**config.mk**
```make
export PLATFORM = sky130hd
export DESIGN_NAME = chg_session_seq
export DESIGN_NICKNAME = d
export VERILOG_FILES = /design/src/rtl/chg_session_pkg.sv /design/src/rtl/chg_sync_chain.sv /design/src/rtl/chg_edge_det.sv /design/src/rtl/chg_session_fsm.sv /design/src/rtl/chg_session_seq.sv
export SDC_FILE = /design/constraint.sdc
export NUM_CORES = 1
export LEC_CHECK = 0
export BUFFER_PORTS_ARGS = -buffer_cell sky130_fd_sc_hd__buf_2
export CORE_AREA = 2 2 39 41
export DETAILED_ROUTE_END_ITERATION = 8
export DIE_AREA = 0 0 41 43
export PLACE_DENSITY_LB_ADDON = 0.15
export SYNTH_ARGS = -nofsm -noshare
export SYNTH_HDL_FRONTEND = slang
export SYNTH_SLANG_ARGS = --single-unit
```
**constraint.sdc**
```tcl
create_clock -name clk -period 1 [get_ports clk]
set_clock_uncertainty 0.1 [all_clocks]
set_input_delay 0.3 -clock clk [delete_from_list [all_inputs] [get_ports clk]]
set_output_delay 0.3 -clock clk [all_outputs]
set_load 0.05 [all_outputs]
```
**src/rtl/chg_session_pkg.sv**
```systemverilog
package chg_session_pkg;

    typedef enum logic [1:0] {
        ST_STANDBY  = 2'd0,
        ST_ARMED    = 2'd1,
        ST_CHARGING = 2'd2,
        ST_DONE     = 2'd3
    } sess_state_t;

    // bit positions inside the synchronized input bundle
    localparam int IDX_EN   = 0;
    localparam int IDX_OK   = 1;
    localparam int IDX_HIT  = 2;
    localparam int BUNDLE_W = 3;

endpackage

```
**src/rtl/chg_sync_chain.sv**
```systemverilog
module chg_sync_chain #(
    parameter int WIDTH  = 3,
    parameter int STAGES = 2
) (
    input  logic             clk,
    input  logic             rst_n,
    input  logic [WIDTH-1:0] async_i,
    output logic [WIDTH-1:0] sync_o
);
    localparam int LAST = STAGES - 1;

    logic [STAGES-1:0][WIDTH-1:0] pipe_q;

    always_ff @(posedge clk) begin
        if (!rst_n) begin
            pipe_q <= '0;
        end else begin
            pipe_q[0] <= async_i;
            for (int s = 1; s < STAGES; s++) begin
                pipe_q[s] <= pipe_q[s-1];
            end
        end
    end

    assign sync_o = pipe_q[LAST];

endmodule

```
**src/rtl/chg_edge_det.sv**
```systemverilog
module chg_edge_det (
    input  logic clk,
    input  logic rst_n,
    input  logic level_i,
    output logic rise_o
);
    logic level_d;

    always_ff @(posedge clk) begin
        if (!rst_n) level_d <= 1'b0;
        else        level_d <= level_i;
    end

    assign rise_o = level_i & ~level_d;

endmodule

```
**src/rtl/chg_session_fsm.sv**
```systemverilog
module chg_session_fsm
    import chg_session_pkg::*;
(
    input  logic clk,
    input  logic rst_n,
    input  logic en_s,
    input  logic en_rise,
    input  logic ok_s,
    input  logic hit_s,
    output logic run_en,
    output logic done_n,
    output logic standby
);
    sess_state_t state_q, state_d;

    // next-state selection; the priority order matters in CHARGING
    always_comb begin
        state_d = state_q;
        unique case (state_q)
            ST_STANDBY: begin
                if (en_rise && ok_s)  state_d = ST_CHARGING;   // T_START
                else if (en_s)        state_d = ST_ARMED;      // T_HOLDOFF
            end
            ST_ARMED: begin
                if (!en_s)            state_d = ST_STANDBY;    // T_STOP
            end
            ST_CHARGING: begin
                if (!en_s)            state_d = ST_STANDBY;    // T_STOP
                else if (!ok_s)       state_d = ST_ARMED;      // T_ABORT
                else if (hit_s)       state_d = ST_DONE;       // T_HIT
            end
            ST_DONE: begin
                if (!en_s)            state_d = ST_STANDBY;    // T_STOP
            end
            default:                  state_d = ST_STANDBY;
        endcase
    end

    // state register
    always_ff @(posedge clk) begin
        if (!rst_n) state_q <= ST_STANDBY;
        else        state_q <= state_d;
    end

    // outputs as a pure function of the state
    always_comb begin
        run_en  = 1'b0;
        done_n  = 1'b1;
        standby = 1'b0;
        unique case (state_q)
            ST_STANDBY:  standby = 1'b1;
            ST_ARMED:    ;
            ST_CHARGING: run_en  = 1'b1;
            ST_DONE:     done_n  = 1'b0;
            default:     standby = 1'b1;
        endcase
    end

endmodule

```
**src/rtl/chg_session_seq.sv**
```systemverilog
module chg_session_seq
    import chg_session_pkg::*;
#(
    parameter int SYNC_STAGES = 2
) (
    input  logic clk,
    input  logic rst_n,
    input  logic chg_en_i,
    input  logic supply_ok_i,
    input  logic tgt_hit_i,
    output logic run_en_o,
    output logic done_n_o,
    output logic standby_o
);
    logic [BUNDLE_W-1:0] raw_in;
    logic [BUNDLE_W-1:0] sync_in;
    logic en_s, ok_s, hit_s, en_rise;

    always_comb begin
        raw_in          = '0;
        raw_in[IDX_EN]  = chg_en_i;
        raw_in[IDX_OK]  = supply_ok_i;
        raw_in[IDX_HIT] = tgt_hit_i;
    end

    chg_sync_chain #(
        .WIDTH  (BUNDLE_W),
        .STAGES (SYNC_STAGES)
    ) u_sync (
        .clk     (clk),
        .rst_n   (rst_n),
        .async_i (raw_in),
        .sync_o  (sync_in)
    );

    assign en_s  = sync_in[IDX_EN];
    assign ok_s  = sync_in[IDX_OK];
    assign hit_s = sync_in[IDX_HIT];

    chg_edge_det u_edge (
        .clk     (clk),
        .rst_n   (rst_n),
        .level_i (en_s),
        .rise_o  (en_rise)
    );

    chg_session_fsm u_fsm (
        .clk     (clk),
        .rst_n   (rst_n),
        .en_s    (en_s),
        .en_rise (en_rise),
        .ok_s    (ok_s),
        .hit_s   (hit_s),
        .run_en  (run_en_o),
        .done_n  (done_n_o),
        .standby (standby_o)
    );

endmodule

```
=== Yosys cells after proc, flatten, opt, wreduce, memory -nomap -nowiden ===
Index checks and enable logic that the tools add are counted.

* Flip-flop bits (word level): 9
* Bits of input ports: 5
* Output and inout port bits: 3
* Logic and storage cells: 26

* Equal/unequal tests: 6
* Muxes and demuxes: 10
* Bitwise operators: 2
* Reductions and logical operators: 4

{| class="wikitable"
|+ Operators with widths
! kind !! count
|-
| 2-bit 2-to-1 mux || 6
|-
| 2-bit one-hot mux with 3 select lines || 1
|-
| 2-bit == test (second input constant) || 2
|-
| 4-bit != test (second input constant) || 1
|-
| 1-bit 2-to-1 mux || 3
|-
| 3-bit by 2-bit != test with 1-bit output (second input constant) || 1
|-
| 3-bit AND reduction || 1
|-
| 2-bit by 1-bit == test with 1-bit output (second input constant) || 1
|-
| 2-bit zero test || 1
|-
| 2-bit != test (second input constant) || 1
|-
| 2-bit OR reduction || 1
|-
| 1-bit AND || 1
|-
| 1-bit logical AND || 1
|-
| 1-bit NOT || 1
|}

=== Depth between registers and ports, before layout ===
Gate-level depths: netlist of the first run.

* Depth after elaboration: 5
* Gate-level depth with buffers: 3

=== By module ===
From an unflattened synthesis of the first run, not the netlist that was laid out.

* Cell total of the unflattened synthesis: 31
* Area, all modules: 334.1 um2

{| class="wikitable"
|+ By module, submodules not included
! module !! instances !! cells each !! area each (um2) !! seq. area each (um2)
|-
| chg_sync_chain || 1 || 15 || 180.2 || 120.1
|-
| chg_session_fsm || 1 || 13 || 113.9 || 40.0
|-
| chg_edge_det || 1 || 3 || 40.0 || 20.0
|}

=== Worst setup path before layout of the first run ===
Ideal clock, no wire load.

* Path type: reg2out
* Start point: register u_fsm.state_q[1]
* End point: output run_en_o
* Arrival time: 1104 ps
* Slack: -504 ps
* Stages on the path, launching flop included: 2
* Path buffers: 0
* Cells stage by stage: dfxtp_1 -> nor2b_1

* Longest elaborated chain between the ends: 2

{| class="wikitable"
|+ RTL lines
! element !! line !! text
|-
| start: declaration || chg_session_fsm.sv:14 || <nowiki>sess_state_t state_q, state_d;</nowiki>
|-
| start signal: assignment || chg_session_fsm.sv:42 || <nowiki>else state_q <= state_d;</nowiki>
|-
| 2-bit == test || chg_session_fsm.sv:50 || <nowiki>unique case (state_q)</nowiki>
|-
| 1-bit 2-to-1 mux || chg_session_fsm.sv:50 ||
|-
| end: declaration || chg_session_seq.sv:11 || <nowiki>output logic run_en_o,</nowiki>
|}

Every way passes these cells.

=== Worst setup path after layout of the first run ===
Same ends and word-level chain as after synthesis.

==> out/qor.csv, run 1 <==
stage;metric;value;unit
synthesis;synth_compound_area_frac;0.0639;
setup_path;crit_path_start;u_fsm.state_q[1];
grt;grt_overflow;0;
die;die_area;1760;µm²
clocking;postCtsSetupBuffers;0;
die;rows;14;
timing;min_period;1340;ps
finish;final_cell_mix;7 x dfxtp_1, 6 x and2_1, 4 x buf_2;
synthesis;synth_top_family_by_area;simple AND/OR/NAND/NOR gates;
timing;period_share;1.34;
synthesis;yosys_warnings;0;
setup_path;start_kind;flip-flop;
timing;hold_violations;0;
setup_path;worstPathArrival;940;ps
setup_path;path_buf_inv;1;
timing;tns;-867;ps
outcome;violations;negative setup slack;
detailed_routing;wl_per_cell;7.74;µm
worst_hold_path;hold_class;in2reg;
finish;multi_input_area;109;µm²
worst_hold_path;hold_path_depth;2;
grt;grt_max_degree;8;
setup_path;cp.required;600;ps
setup_path;critPathMaxStageDelay;380;ps
setup_path;slowest_stage;dfxtp_4;
detailed_routing;drtAntennaViolNets;0;
synthesis;synth_cell_types;10;
detailed_routing;totalWireLength;418;µm
setup_path;path_max_fanout;4;
timing;fmax;0.747;GHz
finish;final_core_util;0.308;
grt;grt_usage;0.0696;
setup_path;reg2reg_depth;3;
finish;final_area;427;µm²
clocking;cts.htree.levels;1;
die;io_pins;8;
synthesis;synth-xor-area-share;0;
pwr;p_leak;0.189;nW
clocking;cts_made_buffers;3;
detailed_routing;drc;0;
place;place_area;372;µm²
finish;final_common_cell;dfxtp_1;
setup_path;path_delay_family;flip-flops;
pwr;powerDensity;1600;nW/µm²
setup_path;r2r-end;u_fsm.state_q[0];
synthesis;yosys-top-cells-area;dfxtp_1 66%, and2_1 14%, o221a_1 4.1%;
synthesis;syn_area;274;µm²
die;chipWidth;41;µm
worst_hold_path;hp-start;supply_ok_i;
setup_path;cp-end-kind;output port;
synthesis;yosys_register_bits;9;
synthesis;synthesis.nets;30;
grt;grt_pass1_wl;717;µm
setup_path;crit_type;reg2out;
finish;diodes;0;
die;initial_core_util;0.198;
setup_path;path_cells;nor2b_4 -> buf_8;
detailed_routing;post_drt_via_cell_ratio;3.89;
timing;final_max_slew_viol_count;0;
synthesis;ys_seq_area_frac;0.658;
timing;worst_slew_pin_slew;121;ps
synthesis;synth_mux_area_frac;0.0365;
finish;syn_to_final_growth;55.7;%
timing;relSlewSlack;0.917;
synthesis;synth_top_area_cell;dfxtp_1;
setup_path;reg2reg_from;u_fsm.state_q[1];
detailed_routing;vias;210;
setup_path;r2r_slack;20;ps
timing;worst_slack;-339;ps
place;dp_hpwl;298;µm
place;port_buffers;7;
clocking;path_clk_slew;60;ps
finish;fin_nets;44;
timing;setup_viol;3;
place;globalplace.congestion;0.523;
clocking;cts_hold_buffers;0;
die;core;1380;µm²
synthesis;synthCells;25;
synthesis;avgSynthCellArea;11.0;µm²
detailed_routing;first_pass_iters;2;
synthesis;synth_top_area_share;0.658;
clocking;cts.path.max_buffers;2;
detailed_routing;first_iter_violations;3;
job;max_cap_violations;0;
timing;rsz0062_at_grt;true;
clocking;root_buffer;clkbuf_4;
finish;ff_latch_area;188;µm²
clocking;cts_tree;yes;
finish;nFillCells;145;
outcome;status;finished, violations left;
die;die_y;43;µm
synthesis;synth_simple_gate_area_frac;0.215;
worst_hold_path;whs_endpoint;u_sync.pipe_q[1];
finish;drive_gt1_frac;0.447;
grt;grt_pass1_vias;197;
grt;antenna_found_initial;0;
clocking;clock_latency;250;ps
synthesis;yosys.area_share.adder;0;
pwr;ir_drop;0.539;mV
clocking;clock_sinks;9;
stage by stage:
stage	setup slack (ps)	cells	hold slack, ps	total power [mW]
detailed placement	-146	50	322	0.418
global placement	-139	50	317	0.417
CTS	-349	54	138	0.700
global route	-386	54	135	0.736
floorplan	-99.7	25	312	0.402
finish	-339	54	147	0.683
logic make-up after synthesis:
group | Yosys count
compound gates | 2
buf+inv | 2
flops | 9
mux | 1
simple gates | 11
area by class of cell:
type                            instances  share of cell area
Sequential cell                         9               0.440
Multi-Input combinational cell         14               0.255
Timing Repair Buffer                    9               0.179
Clock buffer                            4              0.0616
Tap cell                               16              0.0469
Inverter                                2              0.0176
sequential cells by signal, indices dropped and copies added, names as in the netlist:
register        count
u_fsm.state_q       2
u_sync.pipe_q       3
u_sync.sync_o       3
u_edge.level_d      1
repair_timing:
action | CTS | global route
endpoints found under the setup margin | 4 | 5
gates cloned | 0 | 0
pin swaps | 0 | 0
endpoints found under the hold margin | 0 | 0
gates resized for setup | 7 | 2
worst reg2reg max path, delay by kind of cell, from the launching register on:
kind,cells,cell delay (ps)
DFF,1,380
muxes,1,170
buffers and inverters,1,120
AOI/OAI and AO/OA,1,90
cells in the mapped netlist:
library cell,n
dfxtp_1,9
and2_1,6
nand2_1,2
nor2_1,2
a31oi_1,1
clkinv_1,1
inv_1,1
mux2i_1,1
nor2b_1,1
o221a_1,1
worst max path at each step:
stage               end  depth (start not counted)
3_5_place_dp   run_en_o                          2
4_1_cts        run_en_o                          2
3_3_place_gp   run_en_o                          2
5_1_grt        run_en_o                          2
2_1_floorplan  run_en_o                          1
6_report       run_en_o                          2
power by group:
group          leakage [nW]  switching (mW)  internal (mW)
combinational        0.0984          0.0162         0.0200
clock                0.0150           0.119          0.153
sequential           0.0755         0.00654          0.368
total                 0.189           0.142          0.541
layer usage:
| metal | track usage | up-vias | part of all wire |
|---|---|---|---|
| met5 | 0 | - | 0 |
| met4 | 0.0800 | 0 | 0 |
| met3 | 0.0471 | 0 | 0.081 |
| met2 | 0.103 | 8 | 0.49 |
| met1 | 0.0489 | 94 | 0.43 |
| li1 | - | 108 | - |
Power figures use the tool's default switching activity.
==> inputs of run 2 (changes only) <==
--- a/config.mk
+++ b/config.mk
@@ -7,6 +7,7 @@
 export LEC_CHECK = 0
 export BUFFER_PORTS_ARGS = -buffer_cell sky130_fd_sc_hd__buf_2
 export CORE_AREA = 2 2 39 41
+export CTS_BUF_LIST = sky130_fd_sc_hd__clkbuf_8 sky130_fd_sc_hd__clkbuf_16
 export DETAILED_ROUTE_END_ITERATION = 8
 export DIE_AREA = 0 0 41 43
 export PLACE_DENSITY_LB_ADDON = 0.15
==> out/qor.csv, run 2 (synthesized netlist as in run 1, its figures left out) <==
stage;metric;value;unit;change
outcome;status;finished, violations left;;
outcome;violations;negative setup slack;;
timing;fmax;0.766;GHz;+2.6%
timing;final_max_slew_viol_count;0;;unchanged
worst_hold_path;hold_class;in2reg;;
clocking;cts_tree;yes;;
timing;whs;176;ps;+28.9 ps
die;die_area;1760;µm²;unchanged
clocking;cts_hold_buffers;0;;unchanged
clocking;clock_sinks;9;;unchanged
setup_path;crit_path_start;u_fsm.state_q[1];;
die;core;1380;µm²;unchanged
timing;rsz0062_at_grt;true;;
pwr;pwr-share-clk;0.492;;+0.093
setup_path;crit_type;reg2out;;
detailed_routing;vias;212;;+0.95%
pwr;swShare;0.192;;-0.0157
finish;final_core_util;0.322;;+0.0136
detailed_routing;first_iter_violations;0;;-3
timing;period_share;1.30;;-0.0338
detailed_routing;totalWireLength;422;µm;+0.96%
timing;hold_violations;0;;unchanged
job;max_cap_violations;0;;unchanged
detailed_routing;post_drt_via_cell_ratio;3.93;;+0.95%
clocking;root_buffer;clkbuf_8;;
grt;antenna_found_initial;0;;unchanged
setup_path;cp-end-kind;output port;;
pwr;finalPower;0.812;mW;+19%
grt;grt_max_degree;8;;unchanged
setup_path;reg2reg_from;u_fsm.state_q[1];;
setup_path;worstPathArrival;900;ps;-40 ps
pwr;p_leak;0.201;nW;+6.3%
die;rows;14;;unchanged
clocking;cts_made_buffers;3;;unchanged
timing;setup_viol;3;;unchanged
finish;final_cell_mix;7 x dfxtp_1, 6 x and2_1, 4 x buf_2;;
detailed_routing;drtAntennaViolNets;0;;unchanged
place;dp_cells;50;;unchanged
setup_path;cp.required;600;ps;about the same
pwr;seq_power_share;0.464;;-0.084
place;port_buffers;7;;unchanged
place;globalplace.congestion;0.523;;unchanged
timing;tns;-765;ps;+101 ps
detailed_routing;first_pass_iters;1;;-1
detailed_routing;drc;0;;unchanged
clocking;clock_latency;230;ps;-20 ps
finish;syn_to_final_growth;62.6;%;
grt;grt_usage;0.0696;;unchanged
detailed_routing;wl_per_cell;7.81;µm;+0.96%
worst_hold_path;hp-start;tgt_hit_i;;
clocking;cts.path.max_buffers;2;;unchanged
clocking;path_clk_slew;40;ps;-20 ps
finish;drive_gt1_frac;0.447;;unchanged
timing;worst_slack;-305;ps;+33.8 ps
timing;worst_slew_pin_slew;121;ps;unchanged
die;chipWidth;41;µm;unchanged
finish;finalNonFillerCells;54;;unchanged
die;io_pins;8;;unchanged
pwr;comb_power_share;0.045;;-0.008
timing;relSlewSlack;0.917;;unchanged
die;initial_core_util;0.198;;unchanged
setup_path;path_max_fanout;4;;unchanged
pwr;ir_drop;0.666;mV;+23%
setup_path;start_kind;flip-flop;;
finish;final_common_cell;dfxtp_1;;
clocking;cts.htree.levels;1;;unchanged
grt;grt_overflow;0;;unchanged
pwr;powerDensity;1820;nW/µm²;+14%
grt;grt_pass1_wl;717;µm;unchanged
place;dp_hpwl;298;µm;unchanged
die;die_y;43;µm;unchanged
pwr;p_int;0.656;mW;+21%
timing;min_period;1300;ps;-33.8 ps
finish;diodes;0;;unchanged
grt;grt_pass1_vias;197;;unchanged
finish;fin_nets;44;;unchanged
pwr;switchingPower;0.156;mW;+9.8%
[run 2: cell count changes in the layout (fill, tap and decap cells not counted), sizes merged]
cell	before	now
clkbuf	4	3
inv	1	2
[run 2: cell type report]
cell class | count | area [µm²]
clock inverters | 1 | 3.75
multi-input cells | 14 | 109
inverters | 2 | 7.51
fillers | 145 | 938
clock buffers | 3 | 41.3
well taps | 16 | 20.0
repair buffers | 9 | 76.3
flip-flops and latches | 9 | 188
[run 2: final timing paths]
kind | depth (start not counted) | end | slack, ps
worst min-delay path | 2 | u_sync.pipe_q[2] | 180
worst max register to register | 3 | u_fsm.state_q[0] | 20
worst min register to register | 1 | u_sync.sync_o[2] | 330
worst max-delay path | 2 | run_en_o | -300
[run 2: stage by stage]
stage | setup WS (ps) | cell area (µm²)
after floorplan | -99.7 | 302
after global placement | -139 | 372
after detailed placement | -146 | 372
after CTS | -313 | 438
after global routing | -342 | 445
final | -305 | 445
[run 2: worst max-delay path: stages, from the launching register on]
cell	delay (ps)
dfxtp_4	380
nor2b_4	150
buf_8	150
[run 2: power by group through the flow]
stage	registers [mW]	logic [mW]	clock network, mW
floorplan	0.384	0.0184	0
global placement	0.384	0.0323	0
detailed placement	0.385	0.0330	0
CTS	0.376	0.0355	0.420
global route	0.377	0.0408	0.448
finish	0.376	0.0363	0.399
[run 2: what timing repair did]
item	4_1_cts	5_1_grt
setup buffers	0	0
endpoints found under the setup margin	4	4
resized for setup	7	2
hold endpoints to repair	0	0
[run 2: per-layer routing]
layer / part of all wire / wire length, µm / global-route usage
met5: 0 / 0 / 0
met4: 0 / 0 / 0.0800
met3: 0.081 / 34 / 0.0471
met2: 0.51 / 215 / 0.103
met1: 0.41 / 172 / 0.0489
